File: config.mk
export PLATFORM = sky130hd
export DESIGN_NAME = perf_counter_unit
export DESIGN_NICKNAME = d
export VERILOG_FILES = /design/src/rtl/perfcnt_pkg.sv /design/src/rtl/pc_wide_counter.sv /design/src/rtl/pc_timer.sv /design/src/rtl/perf_counter_unit.sv
export SDC_FILE = /design/constraint.sdc
export NUM_CORES = 1
export LEC_CHECK = 0
export CAP_MARGIN = 20
export CORE_UTILIZATION = 40
export DETAILED_ROUTE_END_ITERATION = 7
export PLACE_DENSITY_LB_ADDON = 0.15
export SKIP_CTS_REPAIR_TIMING = 1
export SLEW_MARGIN = 20
export SYNTH_ARGS = -nofsm -noshare
export SYNTH_HDL_FRONTEND = slang
export SYNTH_SLANG_ARGS = --single-unit
File: constraint.sdc
create_clock -name clk_i -period 8.5 [get_ports clk_i]
set_input_delay 1.7 -clock clk_i [delete_from_list [all_inputs] [get_ports clk_i]]
set_output_delay 1.7 -clock clk_i [all_outputs]
set_load 0.01 [all_outputs]
File: src/rtl/perfcnt_pkg.sv
package perfcnt_pkg;
   localparam logic [11:0] CSR_INHIBIT   = 12'h320;
   localparam logic [11:0] CSR_CMP_LO    = 12'h321;
   localparam logic [11:0] CSR_CMP_HI    = 12'h322;
   localparam logic [11:0] RD_TIME_LO    = 12'hC01;
   localparam logic [11:0] RD_TIME_HI    = 12'hC81;

   localparam int NUM_EVT     = 2;
   localparam int EVT_CYCLE   = 0;
   localparam int EVT_INSTRET = 1;

   function automatic logic [11:0] evt_rd_lo(input int idx);
      return (idx == EVT_CYCLE) ? 12'hC00 : 12'hC02;
   endfunction

   function automatic logic [11:0] evt_rd_hi(input int idx);
      return (idx == EVT_CYCLE) ? 12'hC80 : 12'hC82;
   endfunction

   function automatic logic [11:0] evt_wr_lo(input int idx);
      return (idx == EVT_CYCLE) ? 12'hB00 : 12'hB02;
   endfunction

   function automatic logic [11:0] evt_wr_hi(input int idx);
      return (idx == EVT_CYCLE) ? 12'hB80 : 12'hB82;
   endfunction

   function automatic int evt_inh_bit(input int idx);
      return (idx == EVT_CYCLE) ? 0 : 2;
   endfunction
endpackage

File: src/rtl/pc_wide_counter.sv
module pc_wide_counter #(
   parameter int W    = 64,
   parameter int HALF = 32
) (
   input  logic            clk_i,
   input  logic            rst_i,
   input  logic            inc_i,
   input  logic            wr_lo_i,
   input  logic            wr_hi_i,
   input  logic [HALF-1:0] wdata_i,
   output logic [W-1:0]    value_o
);
   generate
      if (W != 2 * HALF) begin : g_bad_width
         $error("pc_wide_counter: W must be twice HALF");
      end
   endgenerate

   logic [W-1:0] cnt_q;

   always_ff @(posedge clk_i) begin
      if (rst_i)         cnt_q <= '0;
      else if (wr_lo_i)  cnt_q <= {cnt_q[W-1:HALF], wdata_i};
      else if (wr_hi_i)  cnt_q <= {wdata_i, cnt_q[HALF-1:0]};
      else if (inc_i)    cnt_q <= cnt_q + W'(1);
   end

   assign value_o = cnt_q;

   // no enable and no write means the count holds
   assert_hold_when_idle_R3: assert property (@(posedge clk_i) disable iff (rst_i)
      (!inc_i && !wr_lo_i && !wr_hi_i) |=> $stable(value_o));

   // an enabled step adds exactly one
   assert_single_step_R2: assert property (@(posedge clk_i) disable iff (rst_i)
      (inc_i && !wr_lo_i && !wr_hi_i) |=> (value_o == $past(value_o) + W'(1)));

   // a low-half write keeps the high half
   assert_write_keeps_half_R6: assert property (@(posedge clk_i) disable iff (rst_i)
      wr_lo_i |=> (value_o[W-1:HALF] == $past(value_o[W-1:HALF])));
endmodule

File: src/rtl/pc_timer.sv
module pc_timer #(
   parameter int W    = 64,
   parameter int HALF = 32,
   parameter int DIV  = 4
) (
   input  logic            clk_i,
   input  logic            rst_i,
   input  logic            cmp_wr_lo_i,
   input  logic            cmp_wr_hi_i,
   input  logic [HALF-1:0] wdata_i,
   output logic [W-1:0]    time_o,
   output logic [W-1:0]    cmp_o,
   output logic            irq_o
);
   logic tick;
   logic [W-1:0] time_q;
   logic [W-1:0] cmp_q;

   generate
      if (DIV < 1) begin : g_bad_div
         $error("pc_timer: DIV must be at least 1");
      end
      if (W != 2 * HALF) begin : g_bad_width
         $error("pc_timer: W must be twice HALF");
      end
      if (DIV == 1) begin : g_no_presc
         assign tick = 1'b1;
      end else begin : g_presc
         localparam int PW = $clog2(DIV);
         localparam logic [PW-1:0] LAST = PW'(DIV - 1);
         logic [PW-1:0] presc_q;
         always_ff @(posedge clk_i) begin
            if (rst_i)                presc_q <= '0;
            else if (presc_q == LAST) presc_q <= '0;
            else                      presc_q <= presc_q + PW'(1);
         end
         assign tick = (presc_q == LAST);
      end
   endgenerate

   always_ff @(posedge clk_i) begin
      if (rst_i)     time_q <= '0;
      else if (tick) time_q <= time_q + W'(1);
   end

   always_ff @(posedge clk_i) begin
      if (rst_i)            cmp_q <= '1;
      else if (cmp_wr_lo_i) cmp_q <= {cmp_q[W-1:HALF], wdata_i};
      else if (cmp_wr_hi_i) cmp_q <= {wdata_i, cmp_q[HALF-1:0]};
   end

   assign time_o = time_q;
   assign cmp_o  = cmp_q;
   assign irq_o  = (time_q >= cmp_q);

   // time never moves backwards short of wrap
   assert_time_monotonic_R4: assert property (@(posedge clk_i) disable iff (rst_i)
      !(&time_q) |=> (time_q >= $past(time_q)));

   // the compare value only changes on a write
   assert_cmp_hold_R7: assert property (@(posedge clk_i) disable iff (rst_i)
      (!cmp_wr_lo_i && !cmp_wr_hi_i) |=> $stable(cmp_o));

   // once raised, the interrupt stays up until compare is rewritten
   assert_irq_sticky_R8: assert property (@(posedge clk_i) disable iff (rst_i)
      (irq_o && !cmp_wr_lo_i && !cmp_wr_hi_i && !(&time_q)) |=> irq_o);
endmodule

File: src/rtl/perf_counter_unit.sv
module perf_counter_unit
   import perfcnt_pkg::*;
#(
   parameter int XLEN     = 32,
   parameter int CNT_W    = 64,
   parameter int TIME_DIV = 4
) (
   input  logic            clk_i,
   input  logic            rst_i,
   input  logic            retire_i,
   input  logic [11:0]     csr_addr_i,
   input  logic [XLEN-1:0] csr_wdata_i,
   input  logic            csr_we_i,
   output logic [XLEN-1:0] csr_rdata_o,
   output logic            timer_irq_o
);
   localparam int HALF = CNT_W / 2;

   generate
      if (CNT_W != 2 * XLEN) begin : g_bad_cfg
         $error("perf_counter_unit: CNT_W must be twice XLEN");
      end
      if (XLEN < 3) begin : g_bad_xlen
         $error("perf_counter_unit: XLEN too small for inhibit bits");
      end
   endgenerate

   logic [NUM_EVT-1:0] inh_q;
   logic [CNT_W-1:0]   evt_val [NUM_EVT];
   logic [CNT_W-1:0]   time_val;
   logic [CNT_W-1:0]   cmp_val;

   always_ff @(posedge clk_i) begin
      if (rst_i) begin
         inh_q <= '0;
      end else if (csr_we_i && csr_addr_i == CSR_INHIBIT) begin
         for (int i = 0; i < NUM_EVT; i++) begin
            inh_q[i] <= csr_wdata_i[evt_inh_bit(i)];
         end
      end
   end

   for (genvar g = 0; g < NUM_EVT; g++) begin : g_evt
      logic src;
      logic inc;
      logic wr_lo;
      logic wr_hi;
      if (g == EVT_CYCLE) begin : g_src_clk
         assign src = 1'b1;
      end else begin : g_src_ret
         assign src = retire_i;
      end
      assign inc   = src & ~inh_q[g];
      assign wr_lo = csr_we_i && (csr_addr_i == evt_wr_lo(g));
      assign wr_hi = csr_we_i && (csr_addr_i == evt_wr_hi(g));

      pc_wide_counter #(.W(CNT_W), .HALF(HALF)) u_cnt (
         .clk_i   (clk_i),
         .rst_i   (rst_i),
         .inc_i   (inc),
         .wr_lo_i (wr_lo),
         .wr_hi_i (wr_hi),
         .wdata_i (csr_wdata_i),
         .value_o (evt_val[g])
      );

      // an inhibited counter with no write stays frozen
      assert_inhibit_freezes_R3: assert property (@(posedge clk_i) disable iff (rst_i)
         (inh_q[g] && !wr_lo && !wr_hi) |=> $stable(evt_val[g]));
   end

   pc_timer #(.W(CNT_W), .HALF(HALF), .DIV(TIME_DIV)) u_timer (
      .clk_i       (clk_i),
      .rst_i       (rst_i),
      .cmp_wr_lo_i (csr_we_i && csr_addr_i == CSR_CMP_LO),
      .cmp_wr_hi_i (csr_we_i && csr_addr_i == CSR_CMP_HI),
      .wdata_i     (csr_wdata_i),
      .time_o      (time_val),
      .cmp_o       (cmp_val),
      .irq_o       (timer_irq_o)
   );

   always_comb begin
      csr_rdata_o = '0;
      for (int i = 0; i < NUM_EVT; i++) begin
         if (csr_addr_i == evt_rd_lo(i)) csr_rdata_o = evt_val[i][HALF-1:0];
         if (csr_addr_i == evt_rd_hi(i)) csr_rdata_o = evt_val[i][CNT_W-1:HALF];
      end
      case (csr_addr_i)
         RD_TIME_LO: csr_rdata_o = time_val[HALF-1:0];
         RD_TIME_HI: csr_rdata_o = time_val[CNT_W-1:HALF];
         CSR_CMP_LO: csr_rdata_o = cmp_val[HALF-1:0];
         CSR_CMP_HI: csr_rdata_o = cmp_val[CNT_W-1:HALF];
         CSR_INHIBIT: begin
            for (int i = 0; i < NUM_EVT; i++) begin
               csr_rdata_o[evt_inh_bit(i)] = inh_q[i];
            end
         end
         default: ;
      endcase
   end

   // only bits 0 and 2 of the inhibit register can read as one
   assert_inhibit_mask_R5: assert property (@(posedge clk_i) disable iff (rst_i)
      (csr_addr_i == CSR_INHIBIT) |-> (csr_rdata_o[XLEN-1:3] == '0 && !csr_rdata_o[1]));
endmodule

; Word-level counts from Yosys, hierarchy flattened
; Cells that the tools add are included.
[totals]
ff_bits = 260
latchBits = 0
mem_bits_rw = 0
mem_bits_ro = 0
inputBits = 48
out_inout_bits = 33
word_cells = 67
n_memories = 0
[op_classes]
addsub = 4
mul = 0
div = 0
magnitude_cmp = 1
n_eq_ne = 18
shift = 0
mux = 15
bitwise_logic = 5
n_reduce_logical = 15
[ops]
columns = operator, n
row1 = $mux W64, 4
row2 = $mux W32, 7
row3 = $add A64 B1 Y64 const B, 3
row4 = $eq A12 B12 Y1 const B, 10
row5 = $pmux W29 S4, 1
row6 = $ge A64 B64 Y1, 1
row7 = $eq A12 B10 Y1 const B, 3
row8 = $pmux W1 S5, 2
row9 = $reduce_and A2 Y1, 5
row10 = $ne A2 B1 Y1 const B, 4
row11 = $logic_and A1 B1 Y1, 7
row12 = $not A1 Y1, 4
row13 = $pmux W1 S4, 1
row14 = $reduce_bool A2 Y1, 2
row15 = $add A2 B1 Y2 const B, 1
row16 = $eq A2 B2 Y1 const B, 1
row17 = $reduce_or A2 Y1, 1
row18 = $and A1 B1 Y1, 1

; Logic depth before layout (Yosys ltp)
[depth]
depth_word = 6
ltp_mapped = 9
ltp_nobuf = 8

; Modules after synthesis
; A second synthesis with hierarchy kept.
[hier_totals]
cells_unflattened = 2240
area_unflattened_um2 = 17664.4
[modules_own_cells]
columns = mod, instances, cells_each, area_each_um2, seq_area_each_um2
row1 = pc_wide_counter, 2, 560, 4164.0, 1281.2
row2 = pc_timer, 1, 798, 6707.7, 2602.5
row3 = perf_counter_unit, 1, 322, 2628.8, 40.0

; Least setup slack after synthesis
; Ideal clock, no wire load.
[synth_timing]
path_type = input port to output port
startpoint = input csr_addr_i[3]
endpoint = output csr_rdata_o[0]
arrival_time_ns = 3.568
required_ns = 6.800
setup_slack_ns = 3.232
stages = 6
cell_sequence = or4b_2 -> clkbuf_1 -> nor2_1 -> clkbuf_1 -> mux2i_1 -> o221ai_1
[synth_between]
elab_chain_cells = 6
word_cells_on_any_way = 14
cone_classes = eq/ne: 9 / mux: 5
[synth_rtl]
columns = item, line
row1 = from (decl), perf_counter_unit.sv:11  ; input logic [11:0] csr_addr_i,
row2 = $eq A12 B12 Y1, perf_counter_unit.sv:86  ; if (csr_addr_i == evt_rd_lo(i)) csr_rdata_o = evt_val[i][HALF-1:0];
row3 = $mux W32, perf_counter_unit.sv:86
row4 = $mux W32, perf_counter_unit.sv:87  ; if (csr_addr_i == evt_rd_hi(i)) csr_rdata_o = evt_val[i][CNT_W-1:HALF];
row5 = $mux W32, perf_counter_unit.sv:86
row6 = $mux W32, perf_counter_unit.sv:87
row7 = $pmux W1 S5 (*), perf_counter_unit.sv:89  ; case (csr_addr_i)
row8 = to (decl), perf_counter_unit.sv:14  ; output logic [XLEN-1:0] csr_rdata_o,
; Mark *: on every way between the ends. The rest lies on a longest branch, timed or not.

; Worst setup path after layout
[layout_timing]
startpoint = input csr_addr_i[11]
endpoint = output csr_rdata_o[9]
[layout_between]
elab_chain_cells = 6
word_cells_on_any_way = 13
cone_classes = eq/ne: 8 / mux: 5
[layout_rtl]
columns = item, line
row1 = $eq A12 B12 Y1, perf_counter_unit.sv:86
row2 = $mux W32, perf_counter_unit.sv:86
row3 = $mux W32, perf_counter_unit.sv:87
row4 = $mux W32, perf_counter_unit.sv:86
row5 = $mux W32, perf_counter_unit.sv:87
row6 = $pmux W29 S4 (*), perf_counter_unit.sv:89
; Marks and branches as above.

==> results.py <==
metrics = {
    "clock_network": {
        "cts_tree": "yes",
        "path_clk_slew_ps": 60,
        "htreeDepth": 2,
        "clock_latency_ps": 560,
        "cts_buffers": 34,
        "root_buffer": "clkbuf_16",
        "cts_sinks": 260,
        "cts_max_path_buffers": 3,
    },
    "detailed_routing": {
        "wl_mm": 71.8,
        "first_iter_violations": 2122,
        "via_per_inst": 6.52,
        "firstDrtPassIters": 8,
        "drc": 0,
        "ant_nets": 0,
        "vias": 17000,
        "wire_per_inst_um": 27.5,
    },
    "die": {
        "boundaryPins": 81,
        "initial_utilization": 0.407,
        "die_width_um": 204,
        "die_area_mm2": 0.0415,
        "core_mm2": 0.0399,
        "die_y_um": 204,
        "num_rows": 73,
    },
    "yosys": {
        "synthCells": 2048,
        "synth_fa_ha_area_frac": 0.0523,
        "ys_types": 75,
        "synth-edff-count": 0,
        "synth_area_mm2": 0.0163,
        "synth_seq_area_share": 0.320,
        "synthFlopType": "dfxtp_1",
        "synthMuxAreaShare": 0.0271,
        "synth_compound_area_frac": 0.221,
        "yosys.area.top_type_share": 0.320,
        "yosysWarnings": 0,
        "synth_fp_nets": 2164,
        "synthXorXnorAreaFrac": 0.0630,
        "synthTopCellsByArea": "dfxtp_1 (32%), ha_1 (5.2%), nor2_1 (4.7%)",
        "ys_seq_elements": 260,
        "synth_simple_gate_area_frac": 0.264,
        "synth_area_leader_cell": "dfxtp_1",
        "async_flop_share": 0,
        "synth_top_family_by_area": "simple AND/OR/NAND/NOR gates",
        "synth.avg_cell_area_um2": 7.94,
    },
    "power_and_ir_drop": {
        "p_leak_uw": 0.00669,
        "power_uw": 2840,
        "ir_drop_uv": 115,
        "power_density_mw_per_mm2": 153,
    },
    "layout": {
        "utilization": 0.466,
        "final_common_cell": "dfxtp_1",
        "n_antenna_cell": 0,
        "layout_common_cells": "dfxtp_1 (260), nor2_1 (202), nand2_1 (202)",
        "area_growth_pct": 14.3,
        "drive_above_1_share": 0.0624,
        "final_nets": 2176,
    },
    "worst_setup_path": {
        "crit_start": "csr_addr_i[11]",
        "worst-r2r-setup-slack_ps": 5190,
        "cp_max_fo": 18,
        "start_kind": "primary input",
        "reg2reg_to": "g_evt[0].u_cnt.value_o[55]",
        "r2r_cells": 6,
        "cp-end-kind": "primary output",
        "crit_type": "primary input to primary output",
        "endpoint": "csr_rdata_o[9]",
        "cp.required_ps": 6800,
        "crit_arrival_ps": 5770,
        "worstReg2RegStart": "g_evt[0].u_cnt.value_o[21]",
    },
    "timing": {
        "tightest_slew_ps": 1260,
        "hold_viol_final": 0,
        "maxSlewViolCount": 0,
        "finalCritPeriodShare": 0.878,
        "slew_headroom": 0.160,
        "final.setup_skew_ps": 27.2,
        "setup_viol": 0,
        "timing.fmax_mhz": 134,
        "fin_tns_setup_ps": 0,
        "grt_setup_unrepaired": "no",
        "fin_ws_ps": 1030,
        "final.min_clock_period_ps": 7470,
    },
    "placement": {
        "io_buffers": 80,
        "hpwl_mm": 52.7,
        "place.gp.congestion": 0.997,
        "pre_cts_ws_ps": 1170,
    },
    "run_status": {
        "status": "finished, final reports clean",
    },
    "grt": {
        "grt_pass1_wl_mm": 106,
        "grtUsageTotal": 0.343,
        "antenna_found_initial": 0,
        "grt_max_degree": 80,
        "globalRouteOverflowTotal": 0,
        "grt_pass1_vias": 15659,
    },
    "flow_run": {
        "max-cap-violations": 0,
    },
    "min_path": {
        "hold_path.class": "flop to flop",
    },
}
## metal layers
layer / track usage / up-vias / routed length, um
met1: 0.479 / 8185 / 31700
li1: - / 7754 / -
met3: 0.0638 / 179 / 6470
met2: 0.504 / 882 / 29900
met4: 0.169 / 0 / 3720
met5: 0.00238 / - / 0
## critical path: stages
cell and delay (ps):
clkdlybuf4s50_1 590, nor4bb_1 850, nand2_1 860, nor2_1 530
buf_4 330, a222oi_1 140, nand2_1 140, clkdlybuf4s50_1 610
## area by class of cell
type / count / area (um^2)
multi-input cells: 1565 / 10200
well taps: 525 / 657
flip-flops and latches: 260 / 5200
fillers: 3955 / 21300
clock buffers: 55 / 1050
inverters: 86 / 323
repair buffers: 113 / 1040
clock inverters: 4 / 52.6
## sequential cells by signal (all words and copies together) (netlist names)
name,count
u_timer.time_o,64
inh_q,2
u_timer.cmp_o,64
u_timer.g_presc.presc_q,2
g_evt.u_cnt.value_o,128
## through the flow
stage	area, um^2	cells	hold slack (ps)
finish	18600	2608	434
global route	18600	2608	459
CTS	18600	2608	433
detailed placement	17500	2549	424
global placement	17500	2549	413
floorplan	16300	2048	404
## logic make-up after synthesis
group,Yosys count
xor+xnor,117
compound gates,493
simple gates,845
flops,260
fa+ha+maj,68
mux,42
buf+inv,223
## worst min-delay path by stage
stage / start / cells after the start / end
CTS: u_timer.g_presc.presc_q[0] / 1 / u_timer.g_presc.presc_q[0]
detailed placement: u_timer.g_presc.presc_q[0] / 1 / u_timer.g_presc.presc_q[0]
finish: u_timer.g_presc.presc_q[0] / 1 / u_timer.g_presc.presc_q[0]
global placement: u_timer.g_presc.presc_q[0] / 1 / u_timer.g_presc.presc_q[0]
floorplan: u_timer.g_presc.presc_q[0] / 1 / u_timer.g_presc.presc_q[0]
global route: u_timer.g_presc.presc_q[0] / 1 / u_timer.g_presc.presc_q[0]
## synthesized netlist by cell type (all sizes together) (8+ instances only)
cell type  number
a211o           9
a311oi         14
clkbuf        114
mux2           16
and4           28
nor2          203
or4            17
o211ai         85
o22ai          12
nand3          85
nand2         202
a21o           16
a22oi          59
a221oi         19
and2           17
a21oi          69
nand4          85
xnor2          68
or2             8
a222oi         30
o21ai          45
and3           33
xor2           49
a211oi         70
nor3           69
ha             68
mux2i          26
inv            85
or3            26
nor4           44
a31oi          18
buf            23
dfxtp         260
## where the power goes
part | total, uW | internal, uW | switching [uW] | leakage [uW]
clock network | 1470 | 874 | 595 | 0.000542
registers | 1230 | 1220 | 7.56 | 0.00210
logic | 145 | 40.0 | 105 | 0.00405
Note: power is estimated with default switching activity, not from simulation.
